===== config.mk =====
export PLATFORM = sky130hd
export DESIGN_NAME = boot_load_ctrl
export DESIGN_NICKNAME = d
export VERILOG_FILES = /design/src/rtl/boot_pkg.sv /design/src/rtl/boot_mode_sync.sv /design/src/rtl/boot_phase_fsm.sv /design/src/rtl/boot_port_mux.sv /design/src/rtl/boot_load_ctrl.sv
export SDC_FILE = /design/constraint.sdc
export NUM_CORES = 1
export LEC_CHECK = 0
export ABC_CLOCK_PERIOD_IN_PS = 1400
export BUFFER_PORTS_ARGS = -buffer_cell sky130_fd_sc_hd__buf_2
export CORE_ASPECT_RATIO = 1.2
export CORE_UTILIZATION = 37
export CTS_CLUSTER_SIZE = 24
export DETAILED_ROUTE_END_ITERATION = 8
export PLACE_DENSITY_LB_ADDON = 0.12
export SETUP_SLACK_MARGIN = 0.5
export SLEW_MARGIN = 10
export SYNTH_ARGS = -nofsm -noshare
export SYNTH_HDL_FRONTEND = slang
export SYNTH_SLANG_ARGS = --single-unit

===== constraint.sdc =====
create_clock -name clk -period 1.4 [get_ports clk]
set_clock_uncertainty 0.05 [all_clocks]
set_input_delay 0.21 -clock clk [delete_from_list [all_inputs] [get_ports clk]]
set_output_delay 0.21 -clock clk [all_outputs]
set_load 0.01 [all_outputs]

===== src/rtl/boot_pkg.sv =====
package boot_pkg;
  typedef enum logic {
    PH_LOAD = 1'b0,
    PH_RUN  = 1'b1
  } boot_phase_e;
endpackage


===== src/rtl/boot_mode_sync.sv =====
module boot_mode_sync #(
  parameter int STAGES = 1
) (
  input  logic clk,
  input  logic rst_n,
  input  logic mode_pin,
  output logic mode_q
);
  generate
    if (STAGES <= 1) begin : g_one
      logic stage_q;
      always_ff @(posedge clk) begin
        if (!rst_n) stage_q <= 1'b0;
        else        stage_q <= mode_pin;
      end
      assign mode_q = stage_q;

      // a single stage follows the pin with one cycle of delay
      a_r5_sync_follow: assert property (@(posedge clk) disable iff (!rst_n)
        rst_n |=> (mode_q == $past(mode_pin)));
    end else begin : g_many
      logic [STAGES-1:0] chain_q;
      always_ff @(posedge clk) begin
        if (!rst_n) chain_q <= '0;
        else        chain_q <= {chain_q[STAGES-2:0], mode_pin};
      end
      assign mode_q = chain_q[STAGES-1];
    end
  endgenerate
endmodule


===== src/rtl/boot_phase_fsm.sv =====
module boot_phase_fsm
  import boot_pkg::*;
(
  input  logic        clk,
  input  logic        rst_n,
  input  logic        mode_q,
  output boot_phase_e phase,
  output logic        run_en
);
  boot_phase_e phase_q;

  always_ff @(posedge clk) begin
    if (!rst_n) begin
      phase_q <= PH_LOAD;
    end else begin
      unique case (phase_q)
        PH_LOAD: if (mode_q) phase_q <= PH_RUN;
        PH_RUN:  phase_q <= PH_RUN;
        default: phase_q <= PH_LOAD;
      endcase
    end
  end

  assign phase  = phase_q;
  assign run_en = (phase_q == PH_RUN);

  // reset always lands in the loading phase
  a_r1_reset_load: assert property (@(posedge clk)
    !rst_n |=> (phase == PH_LOAD));

  // a low mode level keeps the block loading
  a_r2_stay_load: assert property (@(posedge clk) disable iff (!rst_n)
    (phase == PH_LOAD && !mode_q) |=> (phase == PH_LOAD));

  // a registered high mode level moves loading to running
  a_r5_leave_load: assert property (@(posedge clk) disable iff (!rst_n)
    (phase == PH_LOAD && mode_q) |=> (phase == PH_RUN));

  // running is kept until reset
  a_r8_run_sticky: assert property (@(posedge clk) disable iff (!rst_n)
    (phase == PH_RUN) |=> (phase == PH_RUN));
endmodule


===== src/rtl/boot_port_mux.sv =====
module boot_port_mux
  import boot_pkg::*;
#(
  parameter int ADDR_W = 5,
  parameter int DATA_W = 8
) (
  input  logic              clk,
  input  logic              rst_n,
  input  boot_phase_e       phase,
  input  logic [ADDR_W-1:0] ext_addr,
  input  logic [DATA_W-1:0] ext_data,
  input  logic              core_we,
  input  logic [ADDR_W-1:0] core_addr,
  input  logic [DATA_W-1:0] core_wdata,
  output logic              ram_we,
  output logic [ADDR_W-1:0] ram_addr,
  output logic [DATA_W-1:0] ram_wdata
);
  logic              sel_we;
  logic [ADDR_W-1:0] sel_addr;
  logic [DATA_W-1:0] sel_data;

  always_comb begin
    if (phase == PH_LOAD) begin
      sel_we   = 1'b1;
      sel_addr = ext_addr;
      sel_data = ext_data;
    end else begin
      sel_we   = core_we;
      sel_addr = core_addr;
      sel_data = core_wdata;
    end
  end

  always_ff @(posedge clk) begin
    if (!rst_n) begin
      ram_we    <= 1'b0;
      ram_addr  <= '0;
      ram_wdata <= '0;
    end else begin
      ram_we    <= sel_we;
      ram_addr  <= sel_addr;
      ram_wdata <= sel_data;
    end
  end

  // no write is issued in the cycle after reset
  a_r1_reset_idle: assert property (@(posedge clk)
    !rst_n |=> (!ram_we && ram_addr == '0 && ram_wdata == '0));

  // loading registers the pin address and data with write enable set
  a_r3_load_write: assert property (@(posedge clk) disable iff (!rst_n)
    (phase == PH_LOAD) |=> (ram_we && ram_addr == $past(ext_addr)
                            && ram_wdata == $past(ext_data)));

  // running passes the core port through one register stage
  a_r6_run_pass: assert property (@(posedge clk) disable iff (!rst_n)
    (phase == PH_RUN) |=> (ram_we == $past(core_we) && ram_addr == $past(core_addr)
                           && ram_wdata == $past(core_wdata)));
endmodule


===== src/rtl/boot_load_ctrl.sv =====
module boot_load_ctrl
  import boot_pkg::*;
#(
  parameter int ADDR_W      = 5,
  parameter int DATA_W      = 8,
  parameter int SYNC_STAGES = 1
) (
  input  logic              clk,
  input  logic              rst_n,
  input  logic              mode_sel,
  input  logic [ADDR_W-1:0] ext_addr,
  input  logic [DATA_W-1:0] ext_data,
  input  logic              core_we,
  input  logic [ADDR_W-1:0] core_addr,
  input  logic [DATA_W-1:0] core_wdata,
  output logic              run_en,
  output logic              ram_we,
  output logic [ADDR_W-1:0] ram_addr,
  output logic [DATA_W-1:0] ram_wdata
);
  logic        mode_q;
  boot_phase_e phase;

  boot_mode_sync #(.STAGES(SYNC_STAGES)) u_sync (
    .clk      (clk),
    .rst_n    (rst_n),
    .mode_pin (mode_sel),
    .mode_q   (mode_q)
  );

  boot_phase_fsm u_fsm (
    .clk    (clk),
    .rst_n  (rst_n),
    .mode_q (mode_q),
    .phase  (phase),
    .run_en (run_en)
  );

  boot_port_mux #(.ADDR_W(ADDR_W), .DATA_W(DATA_W)) u_mux (
    .clk        (clk),
    .rst_n      (rst_n),
    .phase      (phase),
    .ext_addr   (ext_addr),
    .ext_data   (ext_data),
    .core_we    (core_we),
    .core_addr  (core_addr),
    .core_wdata (core_wdata),
    .ram_we     (ram_we),
    .ram_addr   (ram_addr),
    .ram_wdata  (ram_wdata)
  );

  // while running the pins cannot reach the port, so a port that
  // differs from the registered core values would expose a leak
  a_r7_pins_ignored: assert property (@(posedge clk) disable iff (!rst_n)
    run_en |=> (ram_addr == $past(core_addr)));
endmodule


==> run metrics, run 1 <==
worst endpoint required time=1.14 ns; Top delay family on crit path=flip-flops; ant diodes=0; WL/cell=9.062 microns; filler cell count=127; Sinks on Clock Net=16; R2R Setup Slk=0.44 ns; fmax=1004 MHz; synth unique cells=10; Worst setup SP type=flop; gr ovfl total=0; synthesis warning total=0; Total Routing Usage GR=11.53%; Die X=38.51 microns; critical path, cell by cell=buf_6; Synth area leader=dfxtp_1; first-pass GRT wire length=1414 microns; Hold Crit Depth=2; final WL=1024 microns; TritonCTS clock tree=done; area grow syn2layout=49.05%; Finish-stage setup viols=0; Ports=45; RSZ-0062 raised after global routing=yes; core area=0.001464 sq mm; Max Root-Sink Buffers=2; vias=483; R2R cell count=3; fin area=882.1 sq um; drt via density=4.274; Max-cap violations=0; status=complete, no violations; Nets=127; CTS buffer count=3; WP data arrival=0.74 ns; placed cell area=799.5 sq um; area occupied by multi-input gates=232.7 sq um; Worst path max stage delay=0.36 ns; worst-margin pin slew=0.2004 ns; final weighted congestion in routability-driven placement=0.5962; #FFs+latches synth=16; H-tree lvl count=1; Cell Pwr Density=1069 mW/mm^2; ranking of synthesized cells by area=dfxtp_1 54%, mux2i_1 22%, nor2b_1 14%; crit path kind=reg2out; R2R Path End=u_mux.ram_wdata[2]$_SDFF_PN0_; crit path buf inv count=1; Die Ht=45.81 microns; Port Buf Inserts=44; Synth top area share=54.12%; WHS=0.09075 ns; Top FF cell, synth=dfxtp_1; Max-Slew Margin vs Limit=86.64%; CTS clk-pin slew, worst paths=0.08 ns; fin crit share=71.17%; list of most frequent post-synthesis cells=16 x dfxtp_1, 13 x mux2i_1, 13 x nor2b_1; Clock Latency Late Sink=0.27 ns; CP max-delay cell=dfxtp_4; Final Core Density=60.26%; CTS hold repair buffers=0; largest net degree at the start of global routing=17; Reg area=327.8 sq um; register area share after synthesis=54.12%; Hold Path End=u_sync.mode_q$_SDFF_PN0_; vias in the first global route=360; reg2reg start=u_fsm.phase$_SDFF_PN0_; Min Clock Period, post-route=0.9964 ns; Net Count, Synth=79; EDFF count, synth=0; Post-Synthesis Cells=49; min-delay src=mode_sel; TritonRoute pass-1 iters=2; setup TNS=0 ns; count leader, synth=dfxtp_1; synthesized cell area=591.8 sq um; leakage power total=0.4408 nW; VDD IR max=0.5723 mV; share of layout cells above drive strength 1=56.25%; die area=0.001764 sq mm; initial antenna violation count=0; post-route ant nets=0; Critical Path End Type=output port; Final Hold Viols=0; asr flop ratio synth=0%; drt initial violations=1; number of remaining DRC errors=0; maximum fanout along the worst path=3; Rows=15; CTS root buffer=clkbuf_4; mean cell area of the mapped netlist=12.08 sq um; Starting Density=40.43%; Worst Hold Class=in2reg; Max Slew Vio Count=0
[cell usage in the layout, fill, tap and decap left out]
master and count:
dfxtp_4 1, buf_4 2, mux2i_1 13, dfxtp_2 3, a21boi_0 1, and2_1 1, clkbuf_8 1, o21a_1 1
nor2b_1 13, buf_6 4, inv_1 1, clkbuf_4 3, buf_2 40, dfxtp_1 12
[stage by stage]
step	power, mW	cells	worst slack [ns]
global placement	0.6510	107	0.3475
global route	0.9979	113	0.3696
floorplan	0.5903	49	0.4141
detailed placement	0.6519	107	0.3249
CTS	0.9524	113	0.3873
finish	0.9429	113	0.4036
[per-layer routing]
| metal | GRT usage (%) | part of all wire, % | vias up |
|---|---|---|---|
| li1 | - | - | 254 |
| met1 | 14.59 | 42 | 194 |
| met2 | 17.33 | 44 | 35 |
| met3 | 3.431 | 13 | 0 |
| met4 | 6.207 | 0 | 0 |
| met5 | 0 | 0 | - |
[power by group]
| part | switching, mW | internal (mW) |
|---|---|---|
| logic | 0.0656 | 0.0938 |
| registers | 0.00877 | 0.487 |
| clock network | 0.130 | 0.158 |
| total | 0.204 | 0.739 |
[cell type report]
type | instances | share of cell area, %
sequential | 16 | 37.16
tap | 17 | 2.411
clock buffer | 4 | 4.113
multi-input combinational | 29 | 26.38
inverter | 1 | 0.4255
timing repair buffer | 46 | 29.50
[flip-flops by register name, summed over array words and instances (netlist names)]
| register | flops |
|---|---|
| u_mux.ram_we | 1 |
| u_mux.ram_wdata | 8 |
| u_sync.mode_q | 1 |
| u_fsm.phase | 1 |
| u_mux.ram_addr | 5 |
[cell families after synthesis]
group | Yosys count | share of synthesized area (%)
AOI/OAI and AO/OA | 2 | 2.538
buffers and inverters | 4 | 6.553
DFF | 16 | 54.12
muxes | 13 | 21.99
and+or+nand+nor | 14 | 14.80
[what timing repair did]
action,in CTS,in global routing
endpoints found under the setup margin,30,28
buffers inserted,2,0
pin swaps,0,0
resized for setup,4,4
[worst max path at each step]
stage	from	to	slack [ns]	cells past startpoint
2_1_floorplan	u_fsm.phase$_SDFF_PN0_	u_mux.ram_addr[0]$_SDFF_PN0_	0.41	4
3_3_place_gp	u_fsm.phase$_SDFF_PN0_	run_en	0.35	1
3_5_place_dp	u_fsm.phase$_SDFF_PN0_	u_mux.ram_wdata[3]$_SDFF_PN0_	0.32	2
4_1_cts	u_fsm.phase$_SDFF_PN0_	run_en	0.39	1
5_1_grt	u_fsm.phase$_SDFF_PN0_	run_en	0.37	1
6_report	u_fsm.phase$_SDFF_PN0_	run_en	0.40	1
(Power assumes the default switching activity.)
==> run 2: changes to the inputs <==
--- a/config.mk
+++ b/config.mk
@@ -5,10 +5,11 @@
 export SDC_FILE = /design/constraint.sdc
 export NUM_CORES = 1
 export LEC_CHECK = 0
-export ABC_CLOCK_PERIOD_IN_PS = 1400
+export ABC_AREA = 1
+export ABC_CLOCK_PERIOD_IN_PS = 950
 export BUFFER_PORTS_ARGS = -buffer_cell sky130_fd_sc_hd__buf_2
 export CORE_ASPECT_RATIO = 1.2
-export CORE_UTILIZATION = 37
+export CORE_UTILIZATION = 38
 export CTS_CLUSTER_SIZE = 24
 export DETAILED_ROUTE_END_ITERATION = 8
 export PLACE_DENSITY_LB_ADDON = 0.12
==> constraint.sdc (replaced) <==
create_clock -name clk -period 0.95 [get_ports clk]
set_clock_uncertainty 0.05 [all_clocks]
set_input_delay 0.1425 -clock clk [delete_from_list [all_inputs] [get_ports clk]]
set_output_delay 0.1425 -clock clk [all_outputs]
set_load 0.01 [all_outputs]
==> run 2 against run 1 <==
  * Final area grew 20%
  * The flow now finishes with violations (hold timing, setup timing)
  * Critical endpoint unchanged
  * Core utilization grew 10 points
  * Largest power group unchanged
  * Via count grew 45%
  * First-iteration DRC count grew to 3.0 times the previous value
  * Synthesized cell count grew 88%
==> run metrics, run 2 <==
Inst Count DP=152; status=complete, but fails checks; Die Ht=46.85 microns; Finish-stage setup viols=1; Min Clock Period, post-route=0.9560 ns; Levels on crit path=1; first-pass GRT wire length=1994 microns; Post-Synthesis Cells=92; Max-Slew Margin vs Limit=82.34%; ranking of synthesized cells by area=dfxtp_1 50%, nor2_1 17%, nand2_1 16%; Final Core Density=70.67%; initial antenna violation count=0; Top Registers=u_mux.ram_wdata x8, u_mux.ram_addr x5; Hold Crit Depth=3; drt via density=4.381; VDD IR max=0.9406 mV; max FFs per register=8; Max Root-Sink Buffers=2; Critical Path End Type=output port; Starting Density=42.42%; Cell Pwr Density=1449 mW/mm^2; drt initial violations=3; EDFF count, synth=0; fin crit share=100.6%; maximum fanout along the worst path=2; fmax=1046 MHz; Net Count, Synth=122; violated checks=hold timing, setup timing; reg2reg start=u_fsm.phase$_SDFF_PN0_; Sinks on Clock Net=16; post-route ant nets=0; Nets=174; area grow syn2layout=66.60%; vias=701; Hold Path End=u_sync.mode_q$_SDFF_PN0_; Total Routing Usage GR=16.29%; Rows=15; Worst path max stage delay=0.36 ns; R2R Setup Slk=0.02 ns; die area=0.001844 sq mm; share of layout cells above drive strength 1=54.55%; WL/cell=9.069 microns; Top FF cell, synth=dfxtp_1; critical path, cell by cell=buf_6; H-tree lvl count=1; synthesized cell area=636.9 sq um; TritonCTS clock tree=done; Biggest register=u_mux.ram_wdata; R2R cell count=4; Ports=45; Die X=39.37 microns; #FFs+latches synth=16; Worst Hold Class=in2reg; Synth top area share=50.29%; Synth area leader=dfxtp_1; list of most frequent post-synthesis cells=28 x nor2_1, 27 x nand2_1, 16 x dfxtp_1, 16 x inv_1, 4 x buf_6; ant diodes=0; vias in the first global route=550; CP max-delay cell=dfxtp_4; gr ovfl total=0; WP data arrival=0.76 ns; synthesis warning total=0; final weighted congestion in routability-driven placement=0.6158; synth unique cells=6; CTS buffer count=3; asr flop ratio synth=0%; TritonRoute pass-1 iters=2; Max-cap violations=0; min-delay src=mode_sel; Final Hold Viols=1; WHS=-0.01725 ns; worst-margin pin slew=0.2649 ns; Worst setup SP type=flop; leakage power total=0.6160 nW; CTS root buffer=clkbuf_4; CTS clk-pin slew, worst paths=0.09 ns; Setup WS post-layout=-0.006003 ns; crit path kind=reg2out; Top delay family on crit path=flip-flops; final WL=1451 microns; pre-CTS WS=0.06839 ns; register area share after synthesis=50.29%; Port Buf Inserts=44; count leader, synth=nor2_1; crit path buf inv count=1; commonest cells after routing, fill and taps aside=38 x buf_2, 21 x nor2_1, 17 x nand2_1, 16 x inv_1; worst endpoint required time=0.76 ns; Max Slew Vio Count=0; mean cell area of the mapped netlist=6.922 sq um; R2R Path End=u_mux.ram_addr[2]$_SDFF_PN0_; core area=0.001501 sq mm; Clock Latency Late Sink=0.29 ns; commonest non-fill, non-tap cell in the layout=buf_2; RSZ-0062 raised after global routing=yes; number of remaining DRC errors=0; Post-DP HPWL=981.9 microns; post-route non-filler standard cell count=160; largest net degree at the start of global routing=16; total power=1.537 mW
[run 2: worst max-delay path by stage]
| stage | to | slack [ns] | startpoint |
|---|---|---|---|
| 6_report | run_en | -0.006 | u_fsm.phase$_SDFF_PN0_ |
| 5_1_grt | u_mux.ram_wdata[3]$_SDFF_PN0_ | -0.03 | u_fsm.phase$_SDFF_PN0_ |
| 2_1_floorplan | u_mux.ram_addr[2]$_SDFF_PN0_ | 0.08 | u_fsm.phase$_SDFF_PN0_ |
| 3_5_place_dp | u_mux.ram_wdata[0]$_SDFF_PN0_ | 0.07 | u_fsm.phase$_SDFF_PN0_ |
| 4_1_cts | run_en | -0.007 | u_fsm.phase$_SDFF_PN0_ |
| 3_3_place_gp | u_mux.ram_addr[4]$_SDFF_PN0_ | 0.11 | u_fsm.phase$_SDFF_PN0_ |
[run 2: cells by family after synthesis]
logic type / Yosys count / synth area share (%)
buffers and inverters: 20 / 16.50
flip-flops: 16 / 50.30
AND/OR/NAND/NOR: 55 / 32.42
AO/OA/AOI/OAI: 1 / 0.7851
[run 2: layout make-up]
class	instances	area, sq um
Sequential cell	16	330.3
Tap cell	17	21.27
Multi-Input combinational cell	56	259.0
Inverter	16	60.06
Clock buffer	4	36.28
Timing Repair Buffer	51	354.1
Fill cell	138	440.4
[run 2: routing by layer]
metal | global-route usage, % | part of all wire (%) | vias up
met2 | 30.00 | 54 | 31
li1 | - | - | 360
met1 | 15.16 | 36 | 305
met4 | 12.41 | 2.8 | 0
met5 | 0 | 0 | -
met3 | 3.791 | 7.1 | 5
[run 2: power by group]
| group | switching (mW) | total [mW] | internal (mW) |
|---|---|---|---|
| registers | 0.0164 | 0.740 | 0.723 |
| logic | 0.157 | 0.344 | 0.187 |
| clock network | 0.220 | 0.453 | 0.234 |
[run 2: metrics by stage]
step	TNS (ns)	instance area, sq um
finish	-0.006003	1061
global route	-0.2601	1061
CTS	-0.006763	1017
detailed placement	0	874.6
global placement	0	874.6
floorplan	0	646.9
[run 2: repair_timing]
action,4_1_cts,5_1_grt
buffers inserted,3,0
endpoints found under the setup margin,30,30
cloned,1,0
pin swaps,1,8
resized for setup,14,16
hold endpoints to repair,1,1
